--- src/rtl/gpio_edge_irq_pkg.sv ---
package gpio_edge_irq_pkg;
  localparam int CTRL_W   = 9;
  localparam int DB_CNT_W = 8;  // holds 2^7 ticks

  typedef struct packed {
    logic       db_en;
    logic [2:0] db_code;
    logic [1:0] edge_sel;  // [0]=rising, [1]=falling
  } pin_cfg_t;

  function automatic pin_cfg_t decode_ctrl(input logic [CTRL_W-1:0] w);
    pin_cfg_t c;
    c.db_en    = w[8];
    c.db_code  = w[7:5];
    c.edge_sel = w[4:3];
    return c;
  endfunction
endpackage

--- src/rtl/gpio_pin_chan.sv ---
module gpio_pin_chan
  import gpio_edge_irq_pkg::*;
(
  input  logic     clk_i,
  input  logic     rst_ni,
  input  logic     pin_i,
  input  logic     tick_i,
  input  logic     cfg_we_i,
  input  pin_cfg_t cfg_i,
  output logic     evt_o
);
  pin_cfg_t              cfg_q;
  logic                  lvl_q, lvl_d;
  logic [DB_CNT_W-1:0]   cnt_q, cnt_d, limit;

  assign limit = DB_CNT_W'(1) << cfg_q.db_code;

  always_comb begin
    lvl_d = lvl_q;
    cnt_d = '0;
    if (!cfg_q.db_en) begin
      lvl_d = pin_i;
    end else if (pin_i != lvl_q) begin
      cnt_d = cnt_q;
      if (tick_i) begin
        // >= keeps a shortened period from stalling a partial count
        if (cnt_q >= limit - DB_CNT_W'(1)) begin
          lvl_d = pin_i;
          cnt_d = '0;
        end else begin
          cnt_d = cnt_q + DB_CNT_W'(1);
        end
      end
    end
  end

  assign evt_o = (lvl_d & ~lvl_q & cfg_q.edge_sel[0]) |
                 (~lvl_d & lvl_q & cfg_q.edge_sel[1]);

  always_ff @(posedge clk_i or negedge rst_ni) begin
    if (!rst_ni) begin
      cfg_q <= '0;
      lvl_q <= 1'b0;
      cnt_q <= '0;
    end else begin
      lvl_q <= lvl_d;
      cnt_q <= cfg_we_i ? '0 : cnt_d;
      if (cfg_we_i) cfg_q <= cfg_i;
    end
  end


  db_hold_chk: assert property (@(posedge clk_i) disable iff (!rst_ni)
    (cfg_q.db_en && !tick_i) |=> $stable(lvl_q));


  no_sel_no_evt_chk: assert property (@(posedge clk_i) disable iff (!rst_ni)
    (cfg_q.edge_sel == 2'b00) |-> !evt_o);
endmodule

--- src/rtl/gpio_bank_irq.sv ---
module gpio_bank_irq #(
  parameter int WIDTH = 8
) (
  input  logic             clk_i,
  input  logic             rst_ni,
  input  logic [WIDTH-1:0] evt_i,
  input  logic             stat_clr_i,
  input  logic             mask_set_i,
  input  logic             mask_clr_i,
  input  logic [WIDTH-1:0] data_i,
  output logic [WIDTH-1:0] status_o,
  output logic [WIDTH-1:0] mask_o,
  output logic             irq_o
);
  logic [WIDTH-1:0] status_q, mask_q, clr_bits, mset_bits, mclr_bits;

  assign clr_bits  = stat_clr_i ? data_i : '0;
  assign mset_bits = mask_set_i ? data_i : '0;
  assign mclr_bits = mask_clr_i ? data_i : '0;

  always_ff @(posedge clk_i or negedge rst_ni) begin
    if (!rst_ni) begin
      status_q <= '0;
      mask_q   <= '1;
    end else begin
      status_q <= (status_q & ~clr_bits) | evt_i;    // set wins
      mask_q   <= (mask_q & ~mclr_bits) | mset_bits; // set wins
    end
  end

  assign status_o = status_q;
  assign mask_o   = mask_q;
  assign irq_o    = |(status_q & ~mask_q);


  evt_sets_chk: assert property (@(posedge clk_i) disable iff (!rst_ni)
    (evt_i != '0) |=> ((status_q & $past(evt_i)) == $past(evt_i)));


  w1c_chk: assert property (@(posedge clk_i) disable iff (!rst_ni)
    stat_clr_i |=> ((status_q & $past(data_i & ~evt_i)) == '0));


  no_spurious_set_chk: assert property (@(posedge clk_i) disable iff (!rst_ni)
    1'b1 |=> ((status_q & ~$past(status_q) & ~$past(evt_i)) == '0));


  mask_set_chk: assert property (@(posedge clk_i) disable iff (!rst_ni)
    mask_set_i |=> ((mask_q & $past(data_i)) == $past(data_i)));


  mask_clr_chk: assert property (@(posedge clk_i) disable iff (!rst_ni)
    (mask_clr_i && !mask_set_i) |=> ((mask_q & $past(data_i)) == '0));
endmodule

--- src/rtl/gpio_edge_irq.sv ---
module gpio_edge_irq
  import gpio_edge_irq_pkg::*;
#(
  parameter int NUM_BANKS     = 2,
  parameter int PINS_PER_BANK = 8,
  localparam int NUM_PINS     = NUM_BANKS * PINS_PER_BANK,
  localparam int PIN_W        = (NUM_PINS > 1) ? $clog2(NUM_PINS) : 1,
  localparam int BANK_W       = (NUM_BANKS > 1) ? $clog2(NUM_BANKS) : 1
) (
  input  logic                     clk_i,
  input  logic                     rst_ni,
  input  logic [NUM_PINS-1:0]      pin_i,
  input  logic                     tick_i,
  input  logic                     ctrl_we_i,
  input  logic [PIN_W-1:0]         ctrl_pin_i,
  input  logic [CTRL_W-1:0]        ctrl_wdata_i,
  input  logic [BANK_W-1:0]        wr_bank_i,
  input  logic                     stat_clr_i,
  input  logic                     mask_set_i,
  input  logic                     mask_clr_i,
  input  logic [PINS_PER_BANK-1:0] wr_data_i,
  output logic [NUM_PINS-1:0]      status_o,
  output logic [NUM_PINS-1:0]      mask_o,
  output logic [NUM_BANKS-1:0]     irq_o
);
  pin_cfg_t            cfg_w;
  logic [NUM_PINS-1:0] evt;

  assign cfg_w = decode_ctrl(ctrl_wdata_i);

  for (genvar p = 0; p < NUM_PINS; p++) begin : g_pin
    gpio_pin_chan u_chan (
      .clk_i    (clk_i),
      .rst_ni   (rst_ni),
      .pin_i    (pin_i[p]),
      .tick_i   (tick_i),
      .cfg_we_i (ctrl_we_i && (ctrl_pin_i == PIN_W'(p))),
      .cfg_i    (cfg_w),
      .evt_o    (evt[p])
    );
  end

  for (genvar b = 0; b < NUM_BANKS; b++) begin : g_bank
    logic hit;
    assign hit = (wr_bank_i == BANK_W'(b));
    gpio_bank_irq #(.WIDTH(PINS_PER_BANK)) u_bank (
      .clk_i      (clk_i),
      .rst_ni     (rst_ni),
      .evt_i      (evt[b*PINS_PER_BANK +: PINS_PER_BANK]),
      .stat_clr_i (stat_clr_i && hit),
      .mask_set_i (mask_set_i && hit),
      .mask_clr_i (mask_clr_i && hit),
      .data_i     (wr_data_i),
      .status_o   (status_o[b*PINS_PER_BANK +: PINS_PER_BANK]),
      .mask_o     (mask_o[b*PINS_PER_BANK +: PINS_PER_BANK]),
      .irq_o      (irq_o[b])
    );
  end
endmodule

--- config.mk ---
export PLATFORM = sky130hd
export DESIGN_NAME = gpio_edge_irq
export DESIGN_NICKNAME = d
export VERILOG_FILES = /design/src/rtl/gpio_edge_irq_pkg.sv /design/src/rtl/gpio_pin_chan.sv /design/src/rtl/gpio_bank_irq.sv /design/src/rtl/gpio_edge_irq.sv
export SDC_FILE = /design/constraint.sdc
export NUM_CORES = 1
export LEC_CHECK = 0
export BUFFER_PORTS_ARGS = -buffer_cell sky130_fd_sc_hd__buf_2
export CAP_MARGIN = 20
export CORE_MARGIN = 4
export CORE_UTILIZATION = 50
export DETAILED_ROUTE_END_ITERATION = 10
export HOLD_SLACK_MARGIN = 0.03
export PLACE_DENSITY_LB_ADDON = 0.08
export SLEW_MARGIN = 10
export SYNTH_ARGS = -nofsm -noshare
export SYNTH_HDL_FRONTEND = slang
export SYNTH_SLANG_ARGS = --single-unit
--- constraint.sdc ---
create_clock -name clk_i -period 6.03 [get_ports clk_i]
set_input_delay 0.9045 -clock clk_i [delete_from_list [all_inputs] [get_ports clk_i]]
set_output_delay 0.9045 -clock clk_i [all_outputs]
set_load 0.1 [all_outputs]
# Word level (Yosys, flattened, before mapping)

Index checks and enable logic that the tools add are counted.

Register bits after elaboration: 272
Word-level logic and storage cells: 499

$add $sub $neg: 32
Order comparisons: 16
Equal/unequal tests: 47
Shift-type cells: 16
Muxes and demuxes: 150
Bitwise logic cells: 129
Reductions and logical operators: 25

Operator list:

| cell                | number |
|---|---|
| $mux 8              | 86 |
| $add 8x1->8 const B | 16 |
| $ge 8x8->1          | 16 |
| $shl 1x3->8 const A | 16 |
| $sub 8x1->8 const B | 16 |
| $and 1x1->1         | 64 |
| $mux 1              | 64 |
| $ne 4x4->1 const B  | 16 |
| $and 8x8->8         | 6 |
| $not 8->8           | 6 |
| $not 1->1           | 33 |
| $eq 4x4->1 const B  | 8 |
| $or 8x8->8          | 4 |
| $logic_and 1x1->1   | 22 |
| $eq 4x3->1 const B  | 4 |
| $ne 1x1->1          | 16 |
| $or 1x1->1          | 16 |
| $reduce_or 8->1     | 2 |
| $eq 4x2->1 const B  | 2 |
| $eq 4x1->1 const B  | 1 |
| $logic_not 4->1     | 1 |

# Logic depth before layout (Yosys ltp)

Depth after elaboration: 12
Depth in mapped cells: 14
Mapped depth without buffers: 12

# Modules after synthesis

A second synthesis with hierarchy kept.

Cell total of the unflattened synthesis: 1949
Area, all modules: 17321.6 µm²

By module, submodules not included:

| module        | times used | cells each | area each (µm²) | seq. area each (µm²) |
|---|---|---|---|---|
| gpio_pin_chan | 16         | 112        | 988.4           | 375.4 |
| gpio_bank_irq | 2          | 64         | 675.6           | 410.4 |
| gpio_edge_irq | 1          | 29         | 155.1           | 0.0 |

# Worst setup path before layout

Ideal clock, no wire load.

Path kind: reg2reg
Start point: reg g_pin[9].u_chan.cfg_q[4] (netlist bit)
End point: reg g_pin[9].u_chan.lvl_q
Arrival time: 2.947 ns
Required time: 5.902 ns
Path slack: 2.955 ns
Cell stages (with the launch flop): 13
Path buffers: 1
Path through: dfrtp_1 -> or3_1 -> ha_1 -> clkbuf_1 -> xor2_1 -> nor2_1 -> a21oi_1 -> ha_1 -> a21o_1 -> o21a_1 -> a311o_1 -> a21boi_2 -> mux2_1

Word-level cells in the longest chain between the ends: 7

RTL lines:

| element                   | line                | RTL |
|---|---|---|
| from (decl)               | gpio_pin_chan.sv:12 | `pin_cfg_t cfg_q;` |
| from (signal assigned)    | gpio_pin_chan.sv:48 | `if (cfg_we_i) cfg_q <= cfg_i;` |
| $shl 1x3->8               | gpio_pin_chan.sv:16 | `assign limit = DB_CNT_W'(1) << cfg_q.db_code;` |
| $sub 8x1->8               | gpio_pin_chan.sv:27 | `if (cnt_q >= limit - DB_CNT_W'(1)) begin` |
| $ge 8x8->1                | gpio_pin_chan.sv:27 |  |
| $mux 1                    | gpio_pin_chan.sv:27 |  |
| $mux 1                    | gpio_pin_chan.sv:25 | `if (tick_i) begin` |
| $mux 1                    | gpio_pin_chan.sv:23 | `end else if (pin_i != lvl_q) begin` |
| $mux 1                    | gpio_pin_chan.sv:21 | `if (!cfg_q.db_en) begin` |
| via g_pin[9].u_chan.lvl_d | gpio_pin_chan.sv:13 | `logic lvl_q, lvl_d;` |
| to (signal assigned)      | gpio_pin_chan.sv:46 | `lvl_q <= lvl_d;` |
| to (decl)                 | gpio_pin_chan.sv:13 |  |

The timed path passes the listed nets, and every way through them passes these cells.
A chain may end at the register's enable or synchronous reset.

# Final worst setup path

Start point: reg g_pin[5].u_chan.cfg_q[4] (netlist bit)
End point: reg g_pin[5].u_chan.lvl_q

Word-level cells in the longest chain between the ends: 7

RTL lines:

| element                   | line |
|---|---|
| from (decl)               | gpio_pin_chan.sv:12 |
| from (signal assigned)    | gpio_pin_chan.sv:48 |
| $shl 1x3->8               | gpio_pin_chan.sv:16 |
| $sub 8x1->8               | gpio_pin_chan.sv:27 |
| $ge 8x8->1                | gpio_pin_chan.sv:27 |
| $mux 1                    | gpio_pin_chan.sv:27 |
| $mux 1                    | gpio_pin_chan.sv:25 |
| $mux 1                    | gpio_pin_chan.sv:23 |
| $mux 1                    | gpio_pin_chan.sv:21 |
| via g_pin[5].u_chan.lvl_d | gpio_pin_chan.sv:13 |
| to (signal assigned)      | gpio_pin_chan.sv:46 |
| to (decl)                 | gpio_pin_chan.sv:13 |

The timed path passes the listed nets, and every way through them passes these cells.

==> flow_summary.ini <==
[sta]
fin_crit_sh_pct = 56.35
setup_viol = 0
fin_skew_ps = 14.91
maxSlewViolCount = 0
period_minus_slack_ps = 3398
rsz0062_at_grt = no
max-slew-margin-rel_pct = 33.82
fin_tns_setup_ps = 0
hold_viol = 0
fmax_mhz = 294.3
worst_pin_slew_ps = 988.3

[logic_synthesis]
syn_area_um2 = 17930
async_flop_share_pct = 100.0
synth_edf_count = 0
synthCells = 1980
yosysWarnings = 0
synth_cell_types = 73
ys.flop_type = dfrtp_1
ys_ff_latch = 272
syn_avg_cell_area_um2 = 9.057
seq_area_frac_synth_pct = 38.07

[outcome]
status = finished clean

[cts]
clockBufferDepth = 3
clk_latency_ps = 520
cts_setup_buffers = 0
cts_resized = 0
tritoncts = yes
cts-root-buf = clkbuf_16
holdBufCountCts = 0
clock-sinks = 272
ctsHtreeMaxLevel = 2
numCtsBuffers = 34
clk_pin_slew_worst_paths_ps = 60

[floorplan]
fp.dieH_um = 197.4
start_util_pct = 50.54
core_area_um2 = 35480
die_area_um2 = 38960
io_pins = 79
dieWidth_um = 197.4
rows = 69

[cells_and_area]
num-nets-final = 2244
final_cell_mix = nand2_1 (269), dfrtp_1 (256), ha_1 (160)
drive_above_1_share_pct = 12.99
final_area_um2 = 19890
fin_cells = 2525
fill_cells = 3221
syn_to_final_growth_pct = 10.91
mostFrequentLayoutCell = nand2_1

[detailed_routing]
wl_mm = 45.63
wl_per_cell_um = 18.07
dr.pass1.iters = 6
via_count = 15004
remaining_drc_errors = 0
drt_iter0_markers = 836
ant_nets = 0
via_per_inst = 5.942

[setup_path]
cp-start-kind = register
critPathArrivalTime_ps = 3800
critPathCaptureType = register
critPathRequiredTime_ps = 6430
criticalPathCategory = register to register
crit_fanout = 6

[placement]
place.gp.congestion = 0.8396
dp_cells = 2464
io_buffer_count = 75
place_area_um2 = 18730
hpwl_mm = 31.26

[global_routing]
antenna_found_initial = 4
grt_pass1_vias = 14337
gr-total-overflow = 0
grt_max_degree = 138
globalRouteTotalUtil_pct = 23.41
grt_pass1_wl_mm = 75.12

[min_path]
holdCritPathClass = input pin to async pin

[power_and_ir_drop]
p_total_w = 0.006788
powerDensity_nw_per_um2 = 341.3
leakage_nw = 8.583
ir_worst_vdd_mv = 0.2394

[flow_run]
drv_cap = 0
flip-flops by register name, summed over array words and instances (netlist names):
signal	cells
g_pin.u_chan.lvl_q	16
g_pin.u_chan.cfg_q	96
g_bank.u_bank.mask_o	16
g_bank.u_bank.status_o	16
g_pin.u_chan.cnt_q	128
report_power, final:
part	internal [W]	switching [W]	leakage (nW)	total (W)
Sequential	0.00211	0.000312	3.50	0.00242
Combinational	0.000761	0.00148	4.52	0.00224
Clock	0.00131	0.000817	0.562	0.00213
cells by family (layout without fill, tap and decap cells):
kind of cell    Yosys count  count (layout)  synth area share (%)
compound gates          501             501                 17.81
xor+xnor                 55              55                 2.686
fa+ha+maj               160             160                 11.16
buf+inv                 137             205                 3.042
flops                   272             272                 38.07
mux                     100             100                 6.272
other cells               1              17               0.02091
simple gates            754             754                 20.94
routing by layer:
| layer | routed length [µm] | global-route usage, % | vias up | share of wire, % |
|---|---|---|---|---|
| li1 | - | - | 7380 | - |
| met1 | 21170 | 32.77 | 7265 | 46 |
| met2 | 21200 | 38.21 | 276 | 46 |
| met3 | 1826 | 3.070 | 81 | 4.0 |
| met4 | 1421 | 7.062 | 2 | 3.1 |
| met5 | 13 | 0 | - | 0.028 |
critical path: stages, from the launching register on:
cell,delay [ps]
dfrtp_1,430
or3_1,420
ha_1,290
xor2_1,170
nor2_1,110
a21oi_1,50
ha_1,280
nand2_1,60
o21ai_0,510
a21oi_1,280
o21ai_0,320
mux2_2,370
path summary, 6_finish.rpt:
check	startpoint	to	depth (start not counted)	slack, ps
hold reg to reg	g_pin[7].u_chan.cfg_q[0]	g_pin[7].u_chan.cfg_q[0]	1	510
min in group clk_i	g_pin[7].u_chan.cfg_q[0]	g_pin[7].u_chan.cfg_q[0]	1	510
max in group asynchronous	rst_ni	g_pin[13].u_chan.cfg_q[3]	2	4360
setup / recovery	g_pin[5].u_chan.cfg_q[4]	g_pin[5].u_chan.lvl_q	11	2630
hold / removal	rst_ni	g_pin[8].u_chan.cnt_q[6]	1	330
setup reg to reg	g_pin[5].u_chan.cfg_q[4]	g_pin[5].u_chan.lvl_q	11	2630
cells in the mapped netlist (all sizes together) (4+ instances only):
cell	number	share of area, %
and3	31	1.1
nor3b	35	1.5
o22ai	8	0.28
a31oi	23	0.89
nor2	101	2.1
a211oi	11	0.46
dfstp	16	2.3
nor3	43	1.2
nand3	97	2.7
a21oi	144	4.0
and2	19	0.66
nor4b	4	0.20
clkbuf	53	1.1
mux2	99	6.2
or4	16	0.67
a211o	30	1.5
nand4	19	0.66
nor4	15	0.52
o21a	21	0.88
xor2	40	2.0
xnor2	15	0.73
or2	9	0.31
buf	21	0.61
inv	63	1.3
a21o	18	0.75
o211a	5	0.28
dfrtp	256	36
nand2b	16	0.56
nand4b	11	0.54
a22o	22	1.1
nor2b	12	0.42
o2111ai	8	0.39
nand2	269	5.6
ha	160	11
o21ai	136	3.8
o221ai	5	0.24
nand3b	19	0.80
or3	34	1.2
o211ai	42	1.8
through the flow:
step | util (%) | setup slack, ps | hold WS (ps)
floorplan | - | 2955 | 479.5
finish | 56.05 | 2632 | 331.3
CTS | 56.05 | 2639 | 352.0
global placement | 52.77 | 2642 | 490.2
global route | 56.05 | 2373 | 378.6
detailed placement | 52.77 | 2611 | 494.6
final cells by class:
cell class              instances  area, µm²  area share, %
diodes                          1      2.502        0.01258
clock buffers                  46      977.2          4.913
clock inverters                14      183.9         0.9248
inverters                      63      239.0          1.202
multi-input cells            1586      10620          53.38
flip-flops and latches        272       6827          34.32
well taps                     461      576.8          2.900
repair buffers                 82      465.4          2.340
Note: power is estimated with default switching activity, not from simulation.
